File: src/rtl/gq_pkg.sv
package gq_pkg;
  localparam int DW = 32;
  localparam int AW = 8;

  // port 3 fixed geometry
  localparam int MIX_N        = 6;
  localparam int INO_N        = 23;
  localparam int OUTO_N       = 24;
  localparam int MIX_OUT_BASE = 25;
  localparam int MIX_IN_BASE  = 10;
  localparam int MIX_SPLIT    = 5;
  localparam int MIX_LAST_POS = 24;
  localparam int INO_LOW_END  = 10;
  localparam int INO_MID_END  = 19;

  // port 3 and port 2 offsets
  localparam logic [AW-1:0] A3_LVL  = 8'h00;
  localparam logic [AW-1:0] A3_OSET = 8'h04;
  localparam logic [AW-1:0] A3_OCLR = 8'h08;
  localparam logic [AW-1:0] A3_OVAL = 8'h0C;
  localparam logic [AW-1:0] A2_DSET = 8'h10;
  localparam logic [AW-1:0] A2_DCLR = 8'h14;
  localparam logic [AW-1:0] A2_DVAL = 8'h18;
  localparam logic [AW-1:0] A2_LVL  = 8'h1C;
  localparam logic [AW-1:0] A2_OSET = 8'h20;
  localparam logic [AW-1:0] A2_OCLR = 8'h24;
  localparam logic [AW-1:0] A2_SSET = 8'h28;
  localparam logic [AW-1:0] A2_SCLR = 8'h2C;
  localparam logic [AW-1:0] A2_SVAL = 8'h30;

  // plain ports: base plus relative offset
  localparam logic [AW-1:0] BASE0  = 8'h40;
  localparam logic [AW-1:0] BASE1  = 8'h60;
  localparam logic [AW-1:0] R_LVL  = 8'h00;
  localparam logic [AW-1:0] R_OSET = 8'h04;
  localparam logic [AW-1:0] R_OCLR = 8'h08;
  localparam logic [AW-1:0] R_OVAL = 8'h0C;
  localparam logic [AW-1:0] R_DSET = 8'h10;
  localparam logic [AW-1:0] R_DCLR = 8'h14;
  localparam logic [AW-1:0] R_DVAL = 8'h18;

  function automatic logic [DW-1:0] low_mask(input int w);
    logic [DW-1:0] m;
    for (int i = 0; i < DW; i++) m[i] = (i < w);
    return m;
  endfunction

  // bit of the port-3 input word carrying mixed pin n
  function automatic int mix_in_pos(input int n);
    return (n < MIX_SPLIT) ? MIX_IN_BASE + n : MIX_LAST_POS;
  endfunction

  // bit of port-3 output / port-2 direction words for mixed pin n
  function automatic int mix_out_pos(input int n);
    return MIX_OUT_BASE + n;
  endfunction

  // bit of the port-3 input word carrying input-only pin k
  function automatic int ino_pos(input int k);
    if (k < INO_LOW_END) return k;
    else if (k < INO_MID_END) return k + 5;
    else return k + 6;
  endfunction

  localparam logic [DW-1:0] P3_OUT_MASK =
    low_mask(OUTO_N) | (low_mask(MIX_N) << MIX_OUT_BASE);
endpackage

File: src/rtl/gq_sync2.sv
module gq_sync2 #(
  parameter int W = 8
) (
  input  logic         clk,
  input  logic         rst_n,
  input  logic [W-1:0] d,
  output logic [W-1:0] q
);
  logic [W-1:0] stage1;

  always_ff @(posedge clk or negedge rst_n) begin
    if (!rst_n) begin
      stage1 <= '0;
      q      <= '0;
    end else begin
      stage1 <= d;
      q      <= stage1;
    end
  end
endmodule

File: src/rtl/gq_setclr_reg.sv
module gq_setclr_reg #(
  parameter int W = 8
) (
  input  logic         clk,
  input  logic         rst_n,
  input  logic         set_hit,
  input  logic         clr_hit,
  input  logic [W-1:0] wbits,
  output logic [W-1:0] q
);
  always_ff @(posedge clk or negedge rst_n) begin
    if (!rst_n)       q <= '0;
    else if (set_hit) q <= q | wbits;
    else if (clr_hit) q <= q & ~wbits;
  end
endmodule

File: src/rtl/gq_std_port.sv
module gq_std_port #(
  parameter int N = 8
) (
  input  logic         clk,
  input  logic         rst_n,
  input  logic [N-1:0] pin_in,
  input  logic [N-1:0] wbits,
  input  logic         hit_oset,
  input  logic         hit_oclr,
  input  logic         hit_dset,
  input  logic         hit_dclr,
  output logic [N-1:0] lvl,
  output logic [N-1:0] lat,
  output logic [N-1:0] dir
);
  gq_sync2 #(.W(N)) u_sync (
    .clk(clk), .rst_n(rst_n), .d(pin_in), .q(lvl)
  );

  gq_setclr_reg #(.W(N)) u_lat (
    .clk(clk), .rst_n(rst_n), .set_hit(hit_oset), .clr_hit(hit_oclr),
    .wbits(wbits), .q(lat)
  );

  gq_setclr_reg #(.W(N)) u_dir (
    .clk(clk), .rst_n(rst_n), .set_hit(hit_dset), .clr_hit(hit_dclr),
    .wbits(wbits), .q(dir)
  );
endmodule

File: src/rtl/gpio_quad_ctrl.sv
module gpio_quad_ctrl
  import gq_pkg::*;
#(
  parameter int P0_N  = 8,
  parameter int P1_N  = 24,
  parameter int P2_N  = 13,
  parameter int SEL_N = 3
) (
  input  logic              clk,
  input  logic              rst_n,
  input  logic [AW-1:0]     bus_addr,
  input  logic              bus_we,
  input  logic [DW-1:0]     bus_wdata,
  output logic [DW-1:0]     bus_rdata,
  input  logic [P0_N-1:0]   p0_pin_in,
  output logic [P0_N-1:0]   p0_pin_out,
  output logic [P0_N-1:0]   p0_pin_oe,
  input  logic [P1_N-1:0]   p1_pin_in,
  output logic [P1_N-1:0]   p1_pin_out,
  output logic [P1_N-1:0]   p1_pin_oe,
  input  logic [P2_N-1:0]   p2_pin_in,
  output logic [P2_N-1:0]   p2_pin_out,
  output logic [P2_N-1:0]   p2_pin_oe,
  output logic [SEL_N-1:0]  p2_sel,
  input  logic [MIX_N-1:0]  mix_pin_in,
  output logic [MIX_N-1:0]  mix_pin_out,
  output logic [MIX_N-1:0]  mix_pin_oe,
  input  logic [INO_N-1:0]  ino_pin_in,
  output logic [OUTO_N-1:0] outo_pin_out
);
  localparam logic [DW-1:0] P2_DIR_MASK =
    low_mask(P2_N) | (low_mask(MIX_N) << MIX_OUT_BASE);

  // ---------------- write decode (named for the checker) -------------
  logic hit_p0_oset, hit_p0_oclr, hit_p0_dset, hit_p0_dclr;
  logic hit_p1_oset, hit_p1_oclr, hit_p1_dset, hit_p1_dclr;
  logic hit_p2_oset, hit_p2_oclr, hit_p2_dset, hit_p2_dclr;
  logic hit_p2_sset, hit_p2_sclr, hit_p3_oset, hit_p3_oclr;

  assign hit_p0_oset = bus_we && (bus_addr == BASE0 + R_OSET);
  assign hit_p0_oclr = bus_we && (bus_addr == BASE0 + R_OCLR);
  assign hit_p0_dset = bus_we && (bus_addr == BASE0 + R_DSET);
  assign hit_p0_dclr = bus_we && (bus_addr == BASE0 + R_DCLR);
  assign hit_p1_oset = bus_we && (bus_addr == BASE1 + R_OSET);
  assign hit_p1_oclr = bus_we && (bus_addr == BASE1 + R_OCLR);
  assign hit_p1_dset = bus_we && (bus_addr == BASE1 + R_DSET);
  assign hit_p1_dclr = bus_we && (bus_addr == BASE1 + R_DCLR);
  assign hit_p2_oset = bus_we && (bus_addr == A2_OSET);
  assign hit_p2_oclr = bus_we && (bus_addr == A2_OCLR);
  assign hit_p2_dset = bus_we && (bus_addr == A2_DSET);
  assign hit_p2_dclr = bus_we && (bus_addr == A2_DCLR);
  assign hit_p2_sset = bus_we && (bus_addr == A2_SSET);
  assign hit_p2_sclr = bus_we && (bus_addr == A2_SCLR);
  assign hit_p3_oset = bus_we && (bus_addr == A3_OSET);
  assign hit_p3_oclr = bus_we && (bus_addr == A3_OCLR);

  // ---------------- plain ports 0 and 1 --------------------------------
  logic [P0_N-1:0] p0_lvl;
  logic [P1_N-1:0] p1_lvl;

  gq_std_port #(.N(P0_N)) u_port0 (
    .clk(clk), .rst_n(rst_n), .pin_in(p0_pin_in),
    .wbits(bus_wdata[P0_N-1:0]),
    .hit_oset(hit_p0_oset), .hit_oclr(hit_p0_oclr),
    .hit_dset(hit_p0_dset), .hit_dclr(hit_p0_dclr),
    .lvl(p0_lvl), .lat(p0_pin_out), .dir(p0_pin_oe)
  );

  gq_std_port #(.N(P1_N)) u_port1 (
    .clk(clk), .rst_n(rst_n), .pin_in(p1_pin_in),
    .wbits(bus_wdata[P1_N-1:0]),
    .hit_oset(hit_p1_oset), .hit_oclr(hit_p1_oclr),
    .hit_dset(hit_p1_dset), .hit_dclr(hit_p1_dclr),
    .lvl(p1_lvl), .lat(p1_pin_out), .dir(p1_pin_oe)
  );

  // ---------------- port 2 ---------------------------------------------
  logic [P2_N-1:0] p2_lvl;
  logic [DW-1:0]   p2_dir_q;   // also carries port-3 mixed directions

  gq_sync2 #(.W(P2_N)) u_p2_sync (
    .clk(clk), .rst_n(rst_n), .d(p2_pin_in), .q(p2_lvl)
  );

  gq_setclr_reg #(.W(P2_N)) u_p2_lat (
    .clk(clk), .rst_n(rst_n), .set_hit(hit_p2_oset), .clr_hit(hit_p2_oclr),
    .wbits(bus_wdata[P2_N-1:0]), .q(p2_pin_out)
  );

  gq_setclr_reg #(.W(DW)) u_p2_dir (
    .clk(clk), .rst_n(rst_n), .set_hit(hit_p2_dset), .clr_hit(hit_p2_dclr),
    .wbits(bus_wdata & P2_DIR_MASK), .q(p2_dir_q)
  );

  gq_setclr_reg #(.W(SEL_N)) u_p2_sel (
    .clk(clk), .rst_n(rst_n), .set_hit(hit_p2_sset), .clr_hit(hit_p2_sclr),
    .wbits(bus_wdata[SEL_N-1:0]), .q(p2_sel)
  );

  assign p2_pin_oe = p2_dir_q[P2_N-1:0];

  // ---------------- port 3 ---------------------------------------------
  logic [DW-1:0]    p3_out_q;
  logic [MIX_N-1:0] mix_lvl;
  logic [INO_N-1:0] ino_lvl;
  logic [DW-1:0]    p3_lvl_word;

  gq_setclr_reg #(.W(DW)) u_p3_lat (
    .clk(clk), .rst_n(rst_n), .set_hit(hit_p3_oset), .clr_hit(hit_p3_oclr),
    .wbits(bus_wdata & P3_OUT_MASK), .q(p3_out_q)
  );

  gq_sync2 #(.W(MIX_N)) u_mix_sync (
    .clk(clk), .rst_n(rst_n), .d(mix_pin_in), .q(mix_lvl)
  );

  gq_sync2 #(.W(INO_N)) u_ino_sync (
    .clk(clk), .rst_n(rst_n), .d(ino_pin_in), .q(ino_lvl)
  );

  for (genvar g = 0; g < MIX_N; g++) begin : g_mix
    assign mix_pin_out[g] = p3_out_q[mix_out_pos(g)];
    assign mix_pin_oe[g]  = p2_dir_q[mix_out_pos(g)];
  end

  assign outo_pin_out = p3_out_q[OUTO_N-1:0];

  always_comb begin
    p3_lvl_word = '0;
    for (int k = 0; k < INO_N; k++) p3_lvl_word[ino_pos(k)] = ino_lvl[k];
    for (int n = 0; n < MIX_N; n++) p3_lvl_word[mix_in_pos(n)] = mix_lvl[n];
  end

  // ---------------- registered read path -------------------------------
  logic [DW-1:0] rd_next;

  always_comb begin
    unique case (bus_addr)
      A3_LVL:         rd_next = p3_lvl_word;
      A3_OVAL:        rd_next = p3_out_q;
      A2_DVAL:        rd_next = p2_dir_q;
      A2_LVL:         rd_next = DW'(p2_lvl);
      A2_SVAL:        rd_next = DW'(p2_sel);
      BASE0 + R_LVL:  rd_next = DW'(p0_lvl);
      BASE0 + R_OVAL: rd_next = DW'(p0_pin_out);
      BASE0 + R_DVAL: rd_next = DW'(p0_pin_oe);
      BASE1 + R_LVL:  rd_next = DW'(p1_lvl);
      BASE1 + R_OVAL: rd_next = DW'(p1_pin_out);
      BASE1 + R_DVAL: rd_next = DW'(p1_pin_oe);
      default:        rd_next = '0;
    endcase
  end

  always_ff @(posedge clk or negedge rst_n) begin
    if (!rst_n) bus_rdata <= '0;
    else        bus_rdata <= rd_next;
  end
endmodule

File: config.mk
export PLATFORM = sky130hd
export DESIGN_NAME = gpio_quad_ctrl
export DESIGN_NICKNAME = d
export VERILOG_FILES = /design/src/rtl/gq_pkg.sv /design/src/rtl/gq_sync2.sv /design/src/rtl/gq_setclr_reg.sv /design/src/rtl/gq_std_port.sv /design/src/rtl/gpio_quad_ctrl.sv
export SDC_FILE = /design/constraint.sdc
export NUM_CORES = 1
export LEC_CHECK = 0
export BUFFER_PORTS_ARGS = -buffer_cell sky130_fd_sc_hd__buf_2
export CELL_PAD_IN_SITES_DETAIL_PLACEMENT = 0
export CELL_PAD_IN_SITES_GLOBAL_PLACEMENT = 2
export CORE_ASPECT_RATIO = 1.75
export CORE_MARGIN = 2
export CORE_UTILIZATION = 34
export CTS_CLUSTER_DIAMETER = 200
export DETAILED_ROUTE_END_ITERATION = 10
export PLACE_DENSITY_LB_ADDON = 0.2
export SYNTH_ARGS = -nofsm -noshare
export SYNTH_HDL_FRONTEND = slang
export SYNTH_SLANG_ARGS = --single-unit
File: constraint.sdc
create_clock -name clk -period 1.49 [get_ports clk]
set_clock_uncertainty 0.15 [all_clocks]
set_input_delay 0.2235 -clock clk [delete_from_list [all_inputs] [get_ports clk]]
set_output_delay 0.2235 -clock clk [all_outputs]
set_load 0.01 [all_outputs]
==> metrics.md, run 1 <==
| Metric | Value |
|---|---|
| Vias | `9433` |
| Post-Place Cell Area | `14600 µm²` |
| Mapped Area | `11500 µm²` |
| Setup TNS | `-1.51 ns` |
| Routed vias/inst | `4.76` |
| Routed wl met3 | `1.98 mm` |
| Leakage | `9.17 nW` |
| CTS tree | `built` |
| Initial Utilization | `0.343` |
| Drt total wl | `40.9 mm` |
| Max-slew violation count | `0` |
| Largest net degree at the start of global routing | `57` |
| Cells after synthesis | `890` |
| Worst VDD drop | `865 µV` |
| Synth Area in Compound Gates | `0.133` |
| Register bit total from synthesis | `308` |
| Initial DRC count | `477` |
| Largest family of logic cells by synthesized area | `compound AO/OA/AOI/OAI gates` |
| Worst Tran Pin Value | `0.589 ns` |
| Fraction of registers with async set/reset | `1.00` |
| Syn-to-layout area delta | `58.1%` |
| Unrepaired setup endpoints after global routing | `yes` |
| Gr usage total | `0.225` |
| Vias in the first global route | `9591` |
| Worst slew margin | `0.604` |
| Row Count | `89` |
| XOR/XNOR Fraction of Synth Area | `0.000759` |
| Wire length on met2 | `22.1 mm` |
| Failing checks | `setup timing` |
| CTS Sinks | `308` |
| Post-layout util | `0.543` |
| Hold Slack | `0.0311 ns` |
| Residual DRC | `0` |
| Final setup violation count | `61` |
| WL met1 | `15.4 mm` |
| Max_cap viols | `0` |
| Worst skew pair latency | `0.57 ns` |
| Simple-gate portion of the synthesized area | `0.0916` |
| Fmax | `639 MHz` |
| Min-delay worst type | `in -> reg` |
| Top Layer Used | `met4` |
| Die Y | `248 µm` |
| Multiplexer share of the synthesized area | `0.0690` |
| Io pins | `278` |
| Critical Path AT | `1.19 ns` |
| Synth cell types | `63` |
| Min Tclk post-route | `1.56 ns` |
| Final nets | `1620` |
| I/O Buffers | `274` |
| Status | `finished, violations left` |
| Proportion of layout cells with a drive suffix above 1 | `0.453` |
| Adder-cell share of the synthesized area | `0` |
| Max Root-Sink Buffers | `3` |
| Overflow after GRT | `0` |
| Post-Syn Nets | `1007` |
| Avg Cell Area, Syn | `13.0 µm²` |
| Element type at the critical path start | `flop` |
| Post-synth EDFFs | `0` |
| Drt pass-1 iters | `5` |
| Routed Antenna Nets | `0` |
| CTS root buffer | `clkbuf_16` |
| Critical path peak fanout | `2` |
| Top FF cell, synth | `dfrtp_1` |
| Worst path required time | `1.12 ns` |
| Total of warnings raised by yosys | `0` |
| Pwr per Cell Area | `1030 nW/µm²` |
| Tcrit/Tclk final | `1.05` |
| First-pass GRT wire length | `58.9 mm` |
| Final WS setup | `-0.0749 ns` |
| Cts bufs inserted | `29` |
| Die ar. | `35500 µm²` |
| H-tree levels | `1` |
| Core area | `33600 µm²` |
| Crit path capture type | `output pin` |
| Clock Pin Slew Worst Setup and Hold Paths | `0.08 ns` |
| Post-synthesis sequential area ratio | `0.668` |
| Wire per inst | `20.6 µm` |
| Die W | `143 µm` |
| Final hold violation count | `0` |
| Design Area, Final | `18200 µm²` |
| Detailed Place HPWL | `28.0 mm` |
| Crit Path Class | `reg -> out` |
| Most frequent cells in the layout | `dfrtp_1, buf_4, buf_2, nand2_1, dlygate4sd3_1` |
| Antenna violations before repair | `0` |
| Commonest non-fill, non-tap cell in the layout | `dfrtp_1` |
| Placer Congestion | `0.845` |
cell type report:
| cell class | instances | area (µm²) |
|---|---|---|
| diodes | 1 | 2.50 |
| clock buffers | 35 | 768 |
| clock inverters | 19 | 264 |
| fillers | 2984 | 15400 |
| inverters | 31 | 116 |
| multi-input cells | 486 | 3690 |
| flip-flops and latches | 308 | 7710 |
| well taps | 455 | 569 |
| repair buffers | 647 | 5130 |
path summary, 6_finish.rpt:
check / endpoint / depth (start not counted) / slack (ns) / from
setup / recovery: p1_pin_out[5] / 2 / -0.07 / flop
hold / removal: bus_rdata[3]$_DFF_PN0_ / 4 / 0.03 / bus_addr[7]
setup reg to reg: bus_rdata[4]$_DFF_PN0_ / 5 / -0.05 / u_ino_sync.q[4]$_DFF_PN0_
hold reg to reg: u_p2_sync.q[6]$_DFF_PN0_ / 0 / 0.19 / u_p2_sync.stage1[6]$_DFF_PN0_
max in group asynchronous: u_ino_sync.stage1[10]$_DFF_PN0_ / 4 / 0.13 / rst_n
min in group asynchronous: u_port1.u_sync.q[3]$_DFF_PN0_ / 3 / 0.50 / rst_n
synthesized netlist by cell type (2+ instances only):
library cell	instances	area share
dfrtp_1	308	0.67
nand2_1	146	0.047
a22o_1	90	0.068
a22oi_1	43	0.028
mux2i_1	38	0.033
mux2_2	32	0.031
clkbuf_1	31	0.010
inv_1	31	0.010
buf_2	21	0.0091
nor2_1	14	0.0046
o21ai_0	14	0.0061
a21oi_1	13	0.0056
buf_4	6	0.0039
mux2_1	5	0.0049
nand3b_1	5	0.0033
o22a_1	5	0.0038
o22ai_1	5	0.0027
a21o_1	4	0.0026
a2bb2oi_1	4	0.0030
buf_1	4	0.0013
nor3b_1	4	0.0026
and2_1	3	0.0016
and3_1	3	0.0016
buf_6	3	0.0029
nor3_2	3	0.0026
o211ai_1	3	0.0020
or3_1	3	0.0016
a211o_1	2	0.0015
a222oi_1	2	0.0017
nand2b_1	2	0.0011
nand3_1	2	0.00087
nand4b_1	2	0.0015
nand4bb_1	2	0.0020
nor3_1	2	0.00087
nor3_4	2	0.0028
nor3b_2	2	0.0022
nor4_1	2	0.0011
nor4b_1	2	0.0015
o221ai_1	2	0.0015
o31ai_1	2	0.0013
where the power goes:
group	total (W)	switching (W)	internal (W)
clock	0.00807	0.00334	0.00473
sequential	0.00886	0.000163	0.00870
combinational	0.00189	0.000896	0.000995
per-stage QoR:
stage	instances	worst slack [ns]	power, W
6_report	1982	-0.0749	0.0188
4_1_cts	1949	-0.108	0.0189
2_1_floorplan	890	-0.422	0.00948
3_3_place_gp	1688	-0.604	0.0104
3_5_place_dp	1688	-0.588	0.0104
5_1_grt	1981	-0.118	0.0196
metal layers:
layer	vias to the layer above	GRT usage
li1	4367	-
met1	4697	0.263
met2	302	0.413
met3	67	0.0349
met4	0	0.0830
met5	-	0
timing repair:
action	4_1_cts	5_1_grt
setup buffers	102	29
gates cloned	0	2
hold buffers	106	1
pin swaps	1	10
endpoints found under the hold margin	511	1
setup endpoints to repair	127	282
gates resized for setup	74	54
worst max-delay path, stage by stage, from the launching register on:
cell	delay, ns
dfrtp_1	0.40
buf_6	0.12
buf_6	0.11
cells by family after synthesis:
logic type	after synthesis
AO/OA/AOI/OAI	196
XOR/XNOR	1
buffers and inverters	96
flip-flops	308
multiplexers	75
other	1
AND/OR/NAND/NOR	213
(Power assumes the default switching activity.)
==> run 2: changes to the inputs <==
ABC_AREA = 1   (was not set)
CORE_UTILIZATION = 32   (was 34)
CTS_CLUSTER_SIZE = 25   (was not set)
==> run 2 against run 1 <==
  * The run still ends with setup timing left
  * Synthesized cell count increased by 48%
  * Maximum frequency increased by 3.0%
  * Register-to-register slack improved by 0.17 ns
  * First-iteration DRC count increased by 14%
  * Utilization decreased by 8.0 points
  * Critical path depth decreased by 1
  * Critical endpoint is now p2_sel[2]
  * Largest power group unchanged
  * Highest routed layer is now met5
==> metrics.md, run 2 <==
| Metric | Value |
|---|---|
| Status | `finished, violations left` |
| Failing checks | `setup timing` |
| Total of warnings raised by yosys | `0 (unchanged)` |
| Critical Path, Cell by Cell | `buf_2` |
| Worst skew pair latency | `0.53 ns (-0.04 ns)` |
| Proportion of layout cells with a drive suffix above 1 | `0.287 (-0.167)` |
| Final nets | `1978 (+22%)` |
| Critical path peak fanout | `2 (unchanged)` |
| Max_cap viols | `0 (unchanged)` |
| Initial DRC count | `543 (+14%)` |
| Met2 usage | `0.410 (-0.00306)` |
| Crit path capture type | `output pin` |
| Combinational fraction of design power | `0.119 (+0.019)` |
| Post-Place Cell Area | `15100 µm² (+3.3%)` |
| Worst VDD drop | `870 µV (+0.58%)` |
| Vias in the first global route | `11200 (+17%)` |
| Vias | `10800 (+15%)` |
| FF-to-FF End | `bus_rdata[0]$_DFF_PN0_` |
| Fraction of registers with async set/reset | `1.00 (unchanged)` |
| Core area | `37800 µm² (+12%)` |
| First-pass GRT wire length | `66.7 mm (+13%)` |
| Sequential power share | `0.569 (+0.098)` |
| Max Root-Sink Buffers | `3 (unchanged)` |
| Post-synthesis sequential area ratio | `0.628 (-0.0397)` |
| Row Count | `94 (+5.6%)` |
| Io pins | `278 (unchanged)` |
| Avg Cell Area, Syn | `9.30 µm² (-28%)` |
| Net load switching power | `0.00399 W (-9.3%)` |
| Most frequent cells in the layout | `nand2_1, dfrtp_1, buf_2, buf_4, nand3_1` |
| Gr usage total | `0.216 (-0.00853)` |
| Die ar. | `40000 µm² (+13%)` |
| GR Layer Usage met1 | `0.250 (-0.0133)` |
| Antenna violations before repair | `2 (+2)` |
| Die Y | `263 µm (+6.2%)` |
| Routing usage on met3 | `0.0270 (-0.00793)` |
| Cts bufs inserted | `16 (-45%)` |
| Routed vias/inst | `4.62 (-3.0%)` |
| Cells after synthesis | `1320 (+48%)` |
| CTS root buffer | `clkbuf_16` |
| Commonest non-fill, non-tap cell in the layout | `nand2_1` |
| R2R depth | `6 (+1)` |
| Initial Utilization | `0.325 (-0.0181)` |
| Worst slack at placement | `-0.381 ns (+0.206 ns)` |
| Clock Pin Slew Worst Setup and Hold Paths | `0.10 ns (+0.02 ns)` |
| Fmax | `658 MHz (+3.0%)` |
| Unrepaired setup endpoints after global routing | `yes` |
| Drt pass-1 iters | `5 (unchanged)` |
| Placer Congestion | `0.810 (-4.1%)` |
| Pwr per Cell Area | `899 nW/µm² (-13%)` |
| Fillers | `3716 (+25%)` |
| Clk pwr share | `0.311 (-0.118)` |
| Sw Share | `0.254 (+0.0205)` |
| Final setup violation count | `8 (-87%)` |
| Residual DRC | `0 (unchanged)` |
| Largest net degree at the start of global routing | `68 (+19%)` |
| Max-slew violation count | `0 (unchanged)` |
| Buf+Inv Stages, Crit Path | `1 (-1)` |
| Min-delay worst type | `in -> async` |
| I/O Buffers | `274 (unchanged)` |
| Synth top area share | `0.628 (-0.0397)` |
| P_int | `0.0117 W (-19%)` |
| Register bit total from synthesis | `308 (unchanged)` |
| Post-Syn Nets | `1437 (+43%)` |
| Die W | `152 µm (+6.1%)` |
| Critical path depth | `1 (-1)` |
| Overflow after GRT | `0 (unchanged)` |
| Design Area, Final | `17500 µm² (-4.3%)` |
| Setup TNS | `-0.0955 ns (+1.41 ns)` |
| Syn-to-layout area delta | `42.2%` |
| Drt total wl | `43.7 mm (+6.8%)` |
| Final WS setup | `-0.0295 ns (+0.0454 ns)` |
| Most frequent cell after synthesis | `nand2_1` |
| Busiest grt layer | `met2` |
| Final hold violation count | `0 (unchanged)` |
| Routed Antenna Nets | `0 (unchanged)` |
| Sequential cell area | `7710 µm² (about the same)` |
| Mapped Area | `12300 µm² (+6.3%)` |
| Worst Setup EP | `p2_sel[2]` |
| CTS Sinks | `308 (unchanged)` |
| Detailed Place HPWL | `30.7 mm (+9.8%)` |
| Final total power | `0.0157 W (-17%)` |
| Area of the multi-input gates | `3600 µm² (-2.2%)` |
| Wire per inst | `18.7 µm (-9.6%)` |
| H-tree levels | `1 (unchanged)` |
| Top FF cell, synth | `dfrtp_1` |
| CTS tree | `built` |
| Element type at the critical path start | `flop` |
| Post-synth top cells | `nand2_1, dfrtp_1, nand3_1, inv_1, nor2_1` |
| Tcrit/Tclk final | `1.02 (-0.0305)` |
| Top delay family on crit path | `flip-flops` |
| Reg2Reg Setup Slack | `0.12 ns (+0.17 ns)` |
| Post-synth EDFFs | `0 (unchanged)` |
| Max incr delay on CP | `0.45 ns (+0.05 ns)` |
| Worst path required time | `1.12 ns (about the same)` |
| Synth top area cells | `dfrtp_1, nand2_1, nand3_1, inv_1, o21ai_0` |
| Top cell type by total area after synthesis | `dfrtp_1` |
| Critical path's slowest cell | `dfrtp_1` |
| Leakage | `9.40 nW (+2.6%)` |
| Critical Path AT | `1.15 ns (-0.04 ns)` |
| Synth cell types | `28 (-56%)` |
| Min Tclk post-route | `1.52 ns (-0.0454 ns)` |
| Crit Path Class | `reg -> out` |
-- run 2: metal layers --
layer / routed length [µm] / share of wire
met5: 7 / 0.00016
met4: 1300 / 0.030
met3: 1870 / 0.043
met2: 23700 / 0.54
met1: 16800 / 0.39
-- run 2: per-stage QoR --
stage	utilization	hold WS (ns)	cells
2_1_floorplan	-	-0.222	1320
3_3_place_gp	0.399	-0.00964	2122
3_5_place_dp	0.399	-0.00918	2122
4_1_cts	0.454	0.00868	2313
5_1_grt	0.462	0.0239	2341
6_report	0.462	0.0162	2342
-- run 2: cells by family (layout without fill, tap and decap cells) --
group / Yosys count / after routing / synth area share
DFF: 308 / 308 / 0.628
other: 1 / 2 / 0.000305
AOI/OAI and AO/OA: 124 / 124 / 0.0514
and+or+nand+nor: 660 / 660 / 0.241
buffers and inverters: 227 / 768 / 0.0792
-- run 2: power groups by stage --
stage,Clock (W),Combinational (W),Sequential (W)
floorplan,0,0.000394,0.00915
global placement,0,0.00136,0.00913
detailed placement,0,0.00138,0.00913
CTS,0.00510,0.00180,0.00894
global route,0.00536,0.00206,0.00898
finish,0.00488,0.00187,0.00894
-- run 2: area by class of cell --
cell class / count / share of cell area
diodes: 1 / 0.000143
well taps: 480 / 0.0344
clock buffers: 17 / 0.0244
flip-flops and latches: 308 / 0.442
repair buffers: 586 / 0.256
inverters: 164 / 0.0356
clock inverters: 1 / 0.00115
multi-input cells: 785 / 0.206
-- run 2: how the worst min path moves through the flow --
stage | slack (ns) | start | end
2_1_floorplan | -0.22 | rst_n | asynchronous set/reset pin
3_3_place_gp | -0.01 | rst_n | asynchronous set/reset pin
3_5_place_dp | -0.009 | rst_n | asynchronous set/reset pin
4_1_cts | 0.009 | rst_n | asynchronous set/reset pin
5_1_grt | 0.02 | rst_n | asynchronous set/reset pin
6_report | 0.02 | rst_n | asynchronous set/reset pin
-- run 2: what timing repair did --
action,4_1_cts,5_1_grt
pin swaps,0,0
hold endpoints to repair,492,0
hold buffers,105,0
setup endpoints to repair,84,93
resized for setup,14,29
setup buffers,68,28
==> run 3: changes to the inputs <==
SKIP_LAST_GASP = 1   (was not set)
TNS_END_PERCENT = 5   (was not set)
==> run 3 against run 2 <==
  * The flow still finishes with violations (setup timing)
  * Global-route usage decreased by 0.54 points
  * Setup slack got worse by 0.011 ns
  * Utilization decreased by 2.1 points
  * Power decreased by 1.6%
  * Routed wire length decreased by 2.9%
  * Count of clock-buffer cells in the layout unchanged
  * First-iteration DRC count decreased by 8.8%
  * Critical path depth unchanged
  * Via count decreased by 3.9%
  * Non-clock buffer count decreased by 86
  * Maximum frequency decreased by 0.74%
  * Register-to-register slack about the same
  * Critical endpoint is now p1_pin_oe[8]
==> metrics.md, run 3 (synthesis gave the netlist of run 2 again) <==
| Metric | Value |
|---|---|
| Status | `finished, violations left` |
| Failing checks | `setup timing` |
| CTS Sinks | `308 (unchanged)` |
| Max Root-Sink Buffers | `3 (unchanged)` |
| Crit Path Class | `reg -> out` |
| Setup TNS | `-0.217 ns (-0.121 ns)` |
| Die ar. | `40000 µm² (unchanged)` |
| Element type at the critical path start | `flop` |
| Final setup violation count | `19 (+11)` |
| Overflow after GRT | `0 (unchanged)` |
| Reg2Reg Setup Slack | `0.12 ns (about the same)` |
| Initial DRC count | `495 (-8.8%)` |
| Most frequent cells in the layout | `nand2_1, dfrtp_1, buf_2, nand3_1, inv_1` |
| Placer Congestion | `0.810 (unchanged)` |
| Drt total wl | `42.4 mm (-2.9%)` |
| Leakage | `8.92 nW (-5.1%)` |
| Commonest non-fill, non-tap cell in the layout | `nand2_1` |
| Wire per inst | `18.8 µm (+0.77%)` |
| Routing usage on met3 | `0.0285 (+0.00148)` |
| Top delay family on crit path | `flip-flops` |
| Placed cells | `2122 (unchanged)` |
| CTS root buffer | `clkbuf_16` |
| Design Area, Final | `16600 µm² (-4.6%)` |
| Fmax | `653 MHz (-0.74%)` |
| Proportion of layout cells with a drive suffix above 1 | `0.252 (-0.0351)` |
| Max_cap viols | `0 (unchanged)` |
| I/O Buffers | `274 (unchanged)` |
| Core area | `37800 µm² (unchanged)` |
| Critical path's slowest cell | `dfrtp_1` |
| Area of the multi-input gates | `3600 µm² (unchanged)` |
| Worst skew pair latency | `0.53 ns (about the same)` |
| Vias | `10400 (-3.9%)` |
| Drt pass-1 iters | `5 (unchanged)` |
| Unrepaired setup endpoints after global routing | `yes` |
| Io pins | `278 (unchanged)` |
| Cts bufs inserted | `16 (unchanged)` |
| Min-delay worst type | `in -> async` |
| Max incr delay on CP | `0.46 ns (about the same)` |
| Hold Slack | `0.0197 ns (+0.00353 ns)` |
| H-tree levels | `1 (unchanged)` |
| Final hold violation count | `0 (unchanged)` |
| CTS tree | `built` |
| R2R depth | `6 (unchanged)` |
| Die W | `152 µm (unchanged)` |
| Syn-to-layout area delta | `35.6%` |
| Vias in the first global route | `10800 (-3.8%)` |
| Initial Utilization | `0.325 (unchanged)` |
| Routed Antenna Nets | `0 (unchanged)` |
| FF-to-FF End | `bus_rdata[0]$_DFF_PN0_` |
| Busiest grt layer | `met2` |
| Critical path peak fanout | `2 (unchanged)` |
| Routed vias/inst | `4.61 (-0.19%)` |
| Largest net degree at the start of global routing | `68 (unchanged)` |
| Final total power | `0.0154 W (-1.6%)` |
| Row Count | `94 (unchanged)` |
| Residual DRC | `0 (unchanged)` |
| Final cell count without fillers | `2256 (-3.7%)` |
| First-pass GRT wire length | `65.0 mm (-2.5%)` |
| Tcrit/Tclk final | `1.03 (+0.00759)` |
| Met2 usage | `0.394 (-0.0159)` |
| Worst path required time | `1.12 ns (about the same)` |
| Crit path capture type | `output pin` |
| Max-slew violation count | `0 (unchanged)` |
| Worst VDD drop | `873 µV (+0.33%)` |
| Final WS setup | `-0.0408 ns (-0.0113 ns)` |
| Die Y | `263 µm (unchanged)` |
| Sequential cell area | `7710 µm² (about the same)` |
| Detailed Place HPWL | `30.7 mm (unchanged)` |
| GR Layer Usage met1 | `0.247 (-0.00318)` |
| Buf+Inv Stages, Crit Path | `1 (unchanged)` |
| Pwr per Cell Area | `927 nW/µm² (+3.2%)` |
| Post-Place Cell Area | `15100 µm² (unchanged)` |
| Min Tclk post-route | `1.53 ns (+0.0113 ns)` |
| Critical Path, Cell by Cell | `buf_2` |
| Fillers | `3743 (+0.73%)` |
| Final nets | `1892 (-4.3%)` |
| Antenna violations before repair | `2 (unchanged)` |
| Clock Pin Slew Worst Setup and Hold Paths | `0.10 ns (about the same)` |
| Gr usage total | `0.211 (-0.00537)` |
| Critical Path AT | `1.16 ns (about the same)` |
-- run 3: cell type report --
type	instances	share of cell area
repair buffers	500	0.220
flip-flops and latches	308	0.463
multi-input cells	785	0.216
clock buffers	17	0.0256
clock inverters	1	0.00120
well taps	480	0.0361
inverters	164	0.0373
diodes	1	0.000150
-- run 3: power breakdown --
part           switching, W  internal (W)  total [W]
clock network       0.00279       0.00209    0.00488
logic              0.000921      0.000679    0.00160
registers          0.000215       0.00874    0.00896
-- run 3: worst max path at each step --
stage,depth (start not counted),from,slack [ns],endpoint
floorplan,7,bus_addr[2],0.07,flop
global placement,10,bus_addr[1],-0.36,flop
detailed placement,9,bus_addr[1],-0.38,flop
CTS,1,flop,-0.06,p1_pin_oe[8]
global route,1,flop,-0.06,p2_sel[0]
finish,1,flop,-0.04,p1_pin_oe[8]
-- run 3: per-layer routing --
layer,vias to the layer above,wire (µm)
met5,-,7
met4,2,1350
met3,59,1910
met2,290,22700
met1,5002,16500
li1,5045,-
-- run 3: per-stage QoR --
step / setup WS [ns] / utilization
4_1_cts: -0.0556 / 0.439
6_report: -0.0408 / 0.441
3_5_place_dp: -0.381 / 0.399
5_1_grt: -0.0646 / 0.441
3_3_place_gp: -0.362 / 0.399
2_1_floorplan: 0.0701 / -
-- run 3: repair_timing --
action,4_1_cts,5_1_grt
endpoints found under the hold margin,492,0
gates resized for setup,0,4
buffers inserted,3,7
setup endpoints to repair,84,110
hold buffers,105,0
